`src/rtl/walk_pkg.sv`:
```
package walk_pkg;
  localparam int VA_W        = 32;
  localparam int OFF_W       = 12;
  localparam int IDX_W       = 10;
  localparam int ENTRY_LOG2  = 2;
  localparam int PRESENT_BIT = 0;
  localparam int LARGE_BIT   = 7;
  localparam int FRAME_W     = VA_W - OFF_W;
  localparam int LARGE_OFF_W = OFF_W + IDX_W;
  localparam int LARGE_FR_W  = VA_W - LARGE_OFF_W;
  localparam int CODE_W      = 2;

  localparam logic [CODE_W-1:0] CODE_DIR_MISS = 2'b01;
  localparam logic [CODE_W-1:0] CODE_TBL_MISS = 2'b10;

  typedef enum logic [2:0] {
    ST_IDLE, ST_PDE_REQ, ST_PDE_WAIT, ST_PTE_REQ, ST_PTE_WAIT, ST_DONE, ST_FAULT
  } walkState_e;

  typedef struct packed {
    logic capReq;
    logic capPde;
    logic selPte;
    logic capSmall;
    logic capLarge;
    logic capFault;
    logic faultLvl2;
  } walkStrobe_t;
endpackage

```
`src/rtl/walk_ctrl.sv`:
```
module walk_ctrl
  import walk_pkg::*;
(
  input  logic        clk,
  input  logic        rst_n,
  input  logic        reqValid,
  output logic        reqReady,
  output logic        memReqValid,
  input  logic        memReqReady,
  input  logic        memRspValid,
  input  logic        rspPresent,
  input  logic        rspLarge,
  output logic        doneValid,
  output logic        faultValid,
  output walkStrobe_t strobe
);
  walkState_e stateQ, stateD;

  always_ff @(posedge clk) begin
    if (!rst_n) stateQ <= ST_IDLE;
    else        stateQ <= stateD;
  end

  always_comb begin
    stateD      = stateQ;
    strobe      = '0;
    reqReady    = 1'b0;
    memReqValid = 1'b0;
    doneValid   = 1'b0;
    faultValid  = 1'b0;
    unique case (stateQ)
      ST_IDLE: begin
        reqReady = 1'b1;
        if (reqValid) begin
          strobe.capReq = 1'b1;
          stateD = ST_PDE_REQ;
        end
      end
      ST_PDE_REQ: begin
        memReqValid = 1'b1;
        if (memReqReady) stateD = ST_PDE_WAIT;
      end
      ST_PDE_WAIT: begin
        if (memRspValid) begin
          if (!rspPresent) begin
            strobe.capFault = 1'b1;
            stateD = ST_FAULT;
          end else if (rspLarge) begin
            strobe.capLarge = 1'b1;
            stateD = ST_DONE;
          end else begin
            strobe.capPde = 1'b1;
            stateD = ST_PTE_REQ;
          end
        end
      end
      ST_PTE_REQ: begin
        strobe.selPte = 1'b1;
        memReqValid = 1'b1;
        if (memReqReady) stateD = ST_PTE_WAIT;
      end
      ST_PTE_WAIT: begin
        strobe.selPte = 1'b1;
        if (memRspValid) begin
          if (!rspPresent) begin
            strobe.capFault  = 1'b1;
            strobe.faultLvl2 = 1'b1;
            stateD = ST_FAULT;
          end else begin
            strobe.capSmall = 1'b1;
            stateD = ST_DONE;
          end
        end
      end
      ST_DONE: begin
        doneValid = 1'b1;
        stateD = ST_IDLE;
      end
      ST_FAULT: begin
        faultValid = 1'b1;
        stateD = ST_IDLE;
      end
      default: stateD = ST_IDLE;
    endcase
  end

  AST_PULSE_EXCL: assert property (@(posedge clk) disable iff (!rst_n)
    !(doneValid && faultValid));
  AST_DONE_PULSE: assert property (@(posedge clk) disable iff (!rst_n)
    doneValid |=> !doneValid && reqReady);
  AST_FAULT_PULSE: assert property (@(posedge clk) disable iff (!rst_n)
    faultValid |=> !faultValid && reqReady);
  AST_IDLE_NO_READ: assert property (@(posedge clk) disable iff (!rst_n)
    reqReady |-> !memReqValid);
  AST_STRAY_BEAT: assert property (@(posedge clk) disable iff (!rst_n)
    (reqReady && !reqValid) |=> reqReady);
endmodule

```
`src/rtl/walk_dp.sv`:
```
module walk_dp
  import walk_pkg::*;
(
  input  logic              clk,
  input  logic              rst_n,
  input  walkStrobe_t       strobe,
  input  logic [VA_W-1:0]   reqVaddr,
  input  logic [VA_W-1:0]   rootBase,
  input  logic [VA_W-1:0]   memRspData,
  output logic [VA_W-1:0]   memReqAddr,
  output logic              rspPresent,
  output logic              rspLarge,
  output logic [VA_W-1:0]   physAddr,
  output logic [CODE_W-1:0] faultCode,
  output logic [VA_W-1:0]   faultVaddr
);
  logic [VA_W-1:0]    vaddrQ;
  logic [FRAME_W-1:0] rootQ;
  logic [FRAME_W-1:0] tableQ;
  logic [VA_W-1:0]    physQ;
  logic [CODE_W-1:0]  codeQ;

  logic [IDX_W-1:0] dirIdx;
  logic [IDX_W-1:0] tblIdx;
  assign dirIdx = vaddrQ[VA_W-1 -: IDX_W];
  assign tblIdx = vaddrQ[LARGE_OFF_W-1 -: IDX_W];

  always_ff @(posedge clk) begin
    if (!rst_n) begin
      vaddrQ <= '0;
      rootQ  <= '0;
      tableQ <= '0;
      physQ  <= '0;
      codeQ  <= '0;
    end else begin
      if (strobe.capReq) begin
        vaddrQ <= reqVaddr;
        rootQ  <= rootBase[VA_W-1 -: FRAME_W];
      end
      if (strobe.capPde)
        tableQ <= memRspData[VA_W-1 -: FRAME_W];
      if (strobe.capLarge)
        physQ <= {memRspData[VA_W-1 -: LARGE_FR_W], vaddrQ[LARGE_OFF_W-1:0]};
      if (strobe.capSmall)
        physQ <= {memRspData[VA_W-1 -: FRAME_W], vaddrQ[OFF_W-1:0]};
      if (strobe.capFault)
        codeQ <= strobe.faultLvl2 ? CODE_TBL_MISS : CODE_DIR_MISS;
    end
  end

  assign memReqAddr = strobe.selPte ? {tableQ, tblIdx, {ENTRY_LOG2{1'b0}}}
                                    : {rootQ, dirIdx, {ENTRY_LOG2{1'b0}}};
  assign rspPresent = memRspData[PRESENT_BIT];
  assign rspLarge   = memRspData[LARGE_BIT];
  assign physAddr   = physQ;
  assign faultCode  = codeQ;
  assign faultVaddr = vaddrQ;

  AST_VA_HELD: assert property (@(posedge clk) disable iff (!rst_n)
    !strobe.capReq |=> $stable(vaddrQ));
  AST_CODE_LEGAL: assert property (@(posedge clk) disable iff (!rst_n)
    strobe.capFault |=> (codeQ == CODE_DIR_MISS || codeQ == CODE_TBL_MISS));
endmodule

```
`src/rtl/pt_walker.sv`:
```
module pt_walker
  import walk_pkg::*;
(
  input  logic              clk,
  input  logic              rst_n,
  input  logic              reqValid,
  output logic              reqReady,
  input  logic [VA_W-1:0]   reqVaddr,
  input  logic [VA_W-1:0]   rootBase,
  output logic              memReqValid,
  input  logic              memReqReady,
  output logic [VA_W-1:0]   memReqAddr,
  input  logic              memRspValid,
  input  logic [VA_W-1:0]   memRspData,
  output logic              doneValid,
  output logic [VA_W-1:0]   physAddr,
  output logic              faultValid,
  output logic [CODE_W-1:0] faultCode,
  output logic [VA_W-1:0]   faultVaddr
);
  walkStrobe_t strobe;
  logic rspPresent;
  logic rspLarge;

  walk_ctrl u_ctrl (
    .clk(clk), .rst_n(rst_n),
    .reqValid(reqValid), .reqReady(reqReady),
    .memReqValid(memReqValid), .memReqReady(memReqReady),
    .memRspValid(memRspValid),
    .rspPresent(rspPresent), .rspLarge(rspLarge),
    .doneValid(doneValid), .faultValid(faultValid),
    .strobe(strobe)
  );

  walk_dp u_dp (
    .clk(clk), .rst_n(rst_n), .strobe(strobe),
    .reqVaddr(reqVaddr), .rootBase(rootBase),
    .memRspData(memRspData), .memReqAddr(memReqAddr),
    .rspPresent(rspPresent), .rspLarge(rspLarge),
    .physAddr(physAddr), .faultCode(faultCode), .faultVaddr(faultVaddr)
  );

  AST_REQ_HOLD: assert property (@(posedge clk) disable iff (!rst_n)
    (memReqValid && !memReqReady) |=> (memReqValid && $stable(memReqAddr)));
  AST_ONE_READ: assert property (@(posedge clk) disable iff (!rst_n)
    (memReqValid && memReqReady) |=> !memReqValid);
endmodule

```
`config.mk`:
```
export PLATFORM = sky130hd
export DESIGN_NAME = pt_walker
export DESIGN_NICKNAME = d
export VERILOG_FILES = /design/src/rtl/walk_pkg.sv /design/src/rtl/walk_ctrl.sv /design/src/rtl/walk_dp.sv /design/src/rtl/pt_walker.sv
export SDC_FILE = /design/constraint.sdc
export NUM_CORES = 1
export LEC_CHECK = 0
export ABC_CLOCK_PERIOD_IN_PS = 2800
export BUFFER_PORTS_ARGS = -buffer_cell sky130_fd_sc_hd__clkbuf_2
export CORE_ASPECT_RATIO = 0.75
export CORE_UTILIZATION = 50
export CTS_CLUSTER_DIAMETER = 100
export DETAILED_ROUTE_END_ITERATION = 6
export PLACE_DENSITY = 0.88
export SYNTH_ARGS = -nofsm -noshare
export SYNTH_HDL_FRONTEND = slang
export SYNTH_SLANG_ARGS = --single-unit
```
`constraint.sdc`:
```
create_clock -name clk -period 2.8 [get_ports clk]
set_input_delay 0.7 -clock clk [delete_from_list [all_inputs] [get_ports clk]]
set_output_delay 0.7 -clock clk [all_outputs]
set_load 0.02 [all_outputs]
```
==> out/metrics.csv <==
stage;metric;value;unit
logic_synthesis;ys_seq_elements;109;
floorplan;io_pins;203;
timing;fin_ws;0.113;ns
logic_synthesis;synth_edf_count;0;
timing;slew_viol_final;0;
timing;fin_crit_sh;96.0;%
clock_network;cts_root_buffer;clkbuf_16;
routing;vias_per_cell;5.09;
critical_path;worstPathArrival;1.99;ns
clock_network;cts.sinks;109;
floorplan;core.rowCount;30;
finish;final_common_cell;clkbuf_2;
clock_network;htree_levels;3;
timing;final.setup.tns;0;ns
status;status;complete, no violations;
routing;drtPass1Iterations;4;
routing;dr.first_iter.drc_count;253;
floorplan;coreArea;9200;um2
flow_run;max_cap_violations;0;
global_route;grt_max_degree;110;
floorplan;die_h;86.9;um
finish;final_cell_mix;clkbuf_2 (178), nand2_1 (169), dfxtp_1 (108);
finish;final_nets;798;
finish;seq_area;2180;um2
finish;drive_gt1_share;35.0;%
critical_path;worstPathCellList;or3b_4 -> a21boi_4 -> buf_6 -> mux2_4 -> clkbuf_2;
critical_path;critPathMaxStageDelay;0.43;ns
critical_path;critPathCaptureType;output port;
finish;fillers;739;
logic_synthesis;synth_cell_type_count;40;
finish;num_antenna_cells;0;
global_route;met1_usage;27.1;%
clock_network;clk_pin_slew;0.07;ns
global_route;grt_pass1_wl;18100;um
global_route;gr-usage-all-layers;23.2;%
placement;dp_slack;0.250;ns
finish;multi_input_area;2430;um2
critical_path;slowest_stage;or3b_4;
timing;clock_skew;0.00789;ns
placement;io_buffer_count;178;
finish;area_growth;26.9;%
hold_path;worst_hold_path_type;reg2reg;
clock_network;post_cts_buffers;0;
critical_path;critPathTopFamily;simple AND/OR/NAND/NOR gates;
logic_synthesis;ys_seq_area_share;45.4;%
routing;drc;0;
timing;finalCriticalPeriod;2.69;ns
global_route;grt.met3_usage;6.75;%
timing;rsz0062_at_grt;false;
timing;final_hold_viol_count;0;
power;vdd_drop_max;0.000496;V
placement;dp_hpwl;8380;um
placement;gp_congestion;0.892;
routing;ant_nets;0;
critical_path;path_class;reg2out;
clock_network;cts_tree;done;
critical_path;critPathLaunchType;flip-flop;
timing;max_slew_margin;60.4;%
power;finalPower;4.10;mW
power;power.leakage;2.70;nW
logic_synthesis;async_flop_share;0;%
global_route;grt_pass1_vias;3934;
timing;max_clock_freq;372;MHz
timing;worstMarginPinSlew;0.595;ns
clock_network;cts_buffers;9;
global_route;grt_overflow;0;
floorplan;die_w;115;um
critical_path;required;2.10;ns
clock_network;clk_latency;0.34;ns
logic_synthesis;ys.flop_type;dfxtp_1;
global_route;grt_antenna_before_repair;0;
logic_synthesis;synth_cells;535;
logic_synthesis;syn_area_per_cell;8.99;um2
routing;via_count;4222;
floorplan;die-area;10000;um2
logic_synthesis;synth_area;4810;um2
global_route;met2_usage;40.5;%
clock_network;cts_buffer_depth;2;
floorplan;initial_core_util;52.3;%
routing;wirelength;11700;um
global_route;grt-busiest-layer;met2;
timing;final-setup-viol-count;0;
critical_path;path_buf_inv;2;
critical_path;crit_path_max_fanout;16;
routing;wire_per_inst;14.1;um
power;p_per_area;672;nW/um2
logic_synthesis;ys_warn_count;0;
==> Yosys cell counts (4+ instances only) <==
cell type / instances / area share, %
nor2_1: 7 / 0.55
a21boi_1: 37 / 5.8
o21ai_1: 10 / 1.0
mux2_4: 30 / 9.4
buf_2: 12 / 1.2
nand2_1: 169 / 13
clkbuf_1: 21 / 1.6
mux2i_1: 22 / 4.6
dfxtp_1: 109 / 45
a31oi_1: 11 / 1.4
buf_6: 5 / 1.2
nor3_1: 4 / 0.42
inv_1: 4 / 0.31
nor2b_1: 23 / 3.0
a21boi_0: 37 / 5.8
==> state kept, by name, summed over array words and instances, names as in the netlist <==
register and count:
u_dp.faultVaddr 32, u_dp.physAddr 32, u_dp.rootQ 20, u_dp.tableQ 20, u_ctrl.stateQ 3, u_dp.faultCode 2
==> path summary, 6_finish.rpt <==
path	startpoint	endpoint	slack, ns	cells after the start
worst max-delay path	u_ctrl.stateQ[1]	memReqAddr[16]	0.11	5
worst min-delay path	u_dp.tableQ[19]	u_dp.tableQ[19]	0.45	2
worst max register to register	u_ctrl.stateQ[0]	u_dp.faultVaddr[14]	0.85	6
worst min register to register	u_dp.tableQ[19]	u_dp.tableQ[19]	0.45	2
==> final cells by class <==
cell class	count	share of cell area, %
clock buffers	10	3.75
clock inverters	6	1.19
inverters	4	0.246
multi-input cells	382	39.8
flip-flops and latches	109	35.8
well taps	128	2.62
repair buffers	191	16.7
==> where the power goes <==
part	total (mW)	switching [mW]	internal [mW]
registers	1.77	0.0934	1.68
logic	1.07	0.652	0.420
clock network	1.26	0.557	0.702
total	4.10	1.30	2.80
==> logic make-up (layout without fill, tap and decap cells) <==
group | count (synthesis) | in the layout | share of synthesized area [%]
AOI/OAI and AO/OA | 108 | 108 | 16.2
DFF | 109 | 109 | 45.4
and+or+nand+nor | 219 | 219 | 19.4
other | 1 | 2 | 0.0780
buffers and inverters | 45 | 211 | 4.79
muxes | 53 | 53 | 14.2
==> through the flow <==
step / util, % / instances / hold WS [ns] / area (um2)
4_1_cts: 66.3 / 830 / 0.454 / 6100
3_5_place_dp: 63.0 / 814 / 0.445 / 5800
5_1_grt: 66.4 / 830 / 0.473 / 6100
6_report: 66.4 / 830 / 0.453 / 6100
2_1_floorplan: - / 536 / 0.435 / 4810
3_3_place_gp: 63.0 / 814 / 0.440 / 5800
==> worst register-to-register path, cell delays in order, from the launching register on <==
cell and delay [ns]:
dfxtp_1 0.31, buf_4 0.18, nor2_1 0.30, and3_2 0.57
buf_12 0.26, nand2_1 0.08, a21boi_0 0.18
==> metal layers <==
layer / routed length, um / share of wire (%)
met1: 5070 / 43
met2: 5760 / 49
met3: 761 / 6.5
met4: 150 / 1.3
met5: 0 / 0
==> what timing repair did <==
item / CTS / global route
setup endpoints to repair: 16 / 18
hold buffers: 0 / 0
resized for setup: 1 / 2
Power figures use the tool's default switching activity.
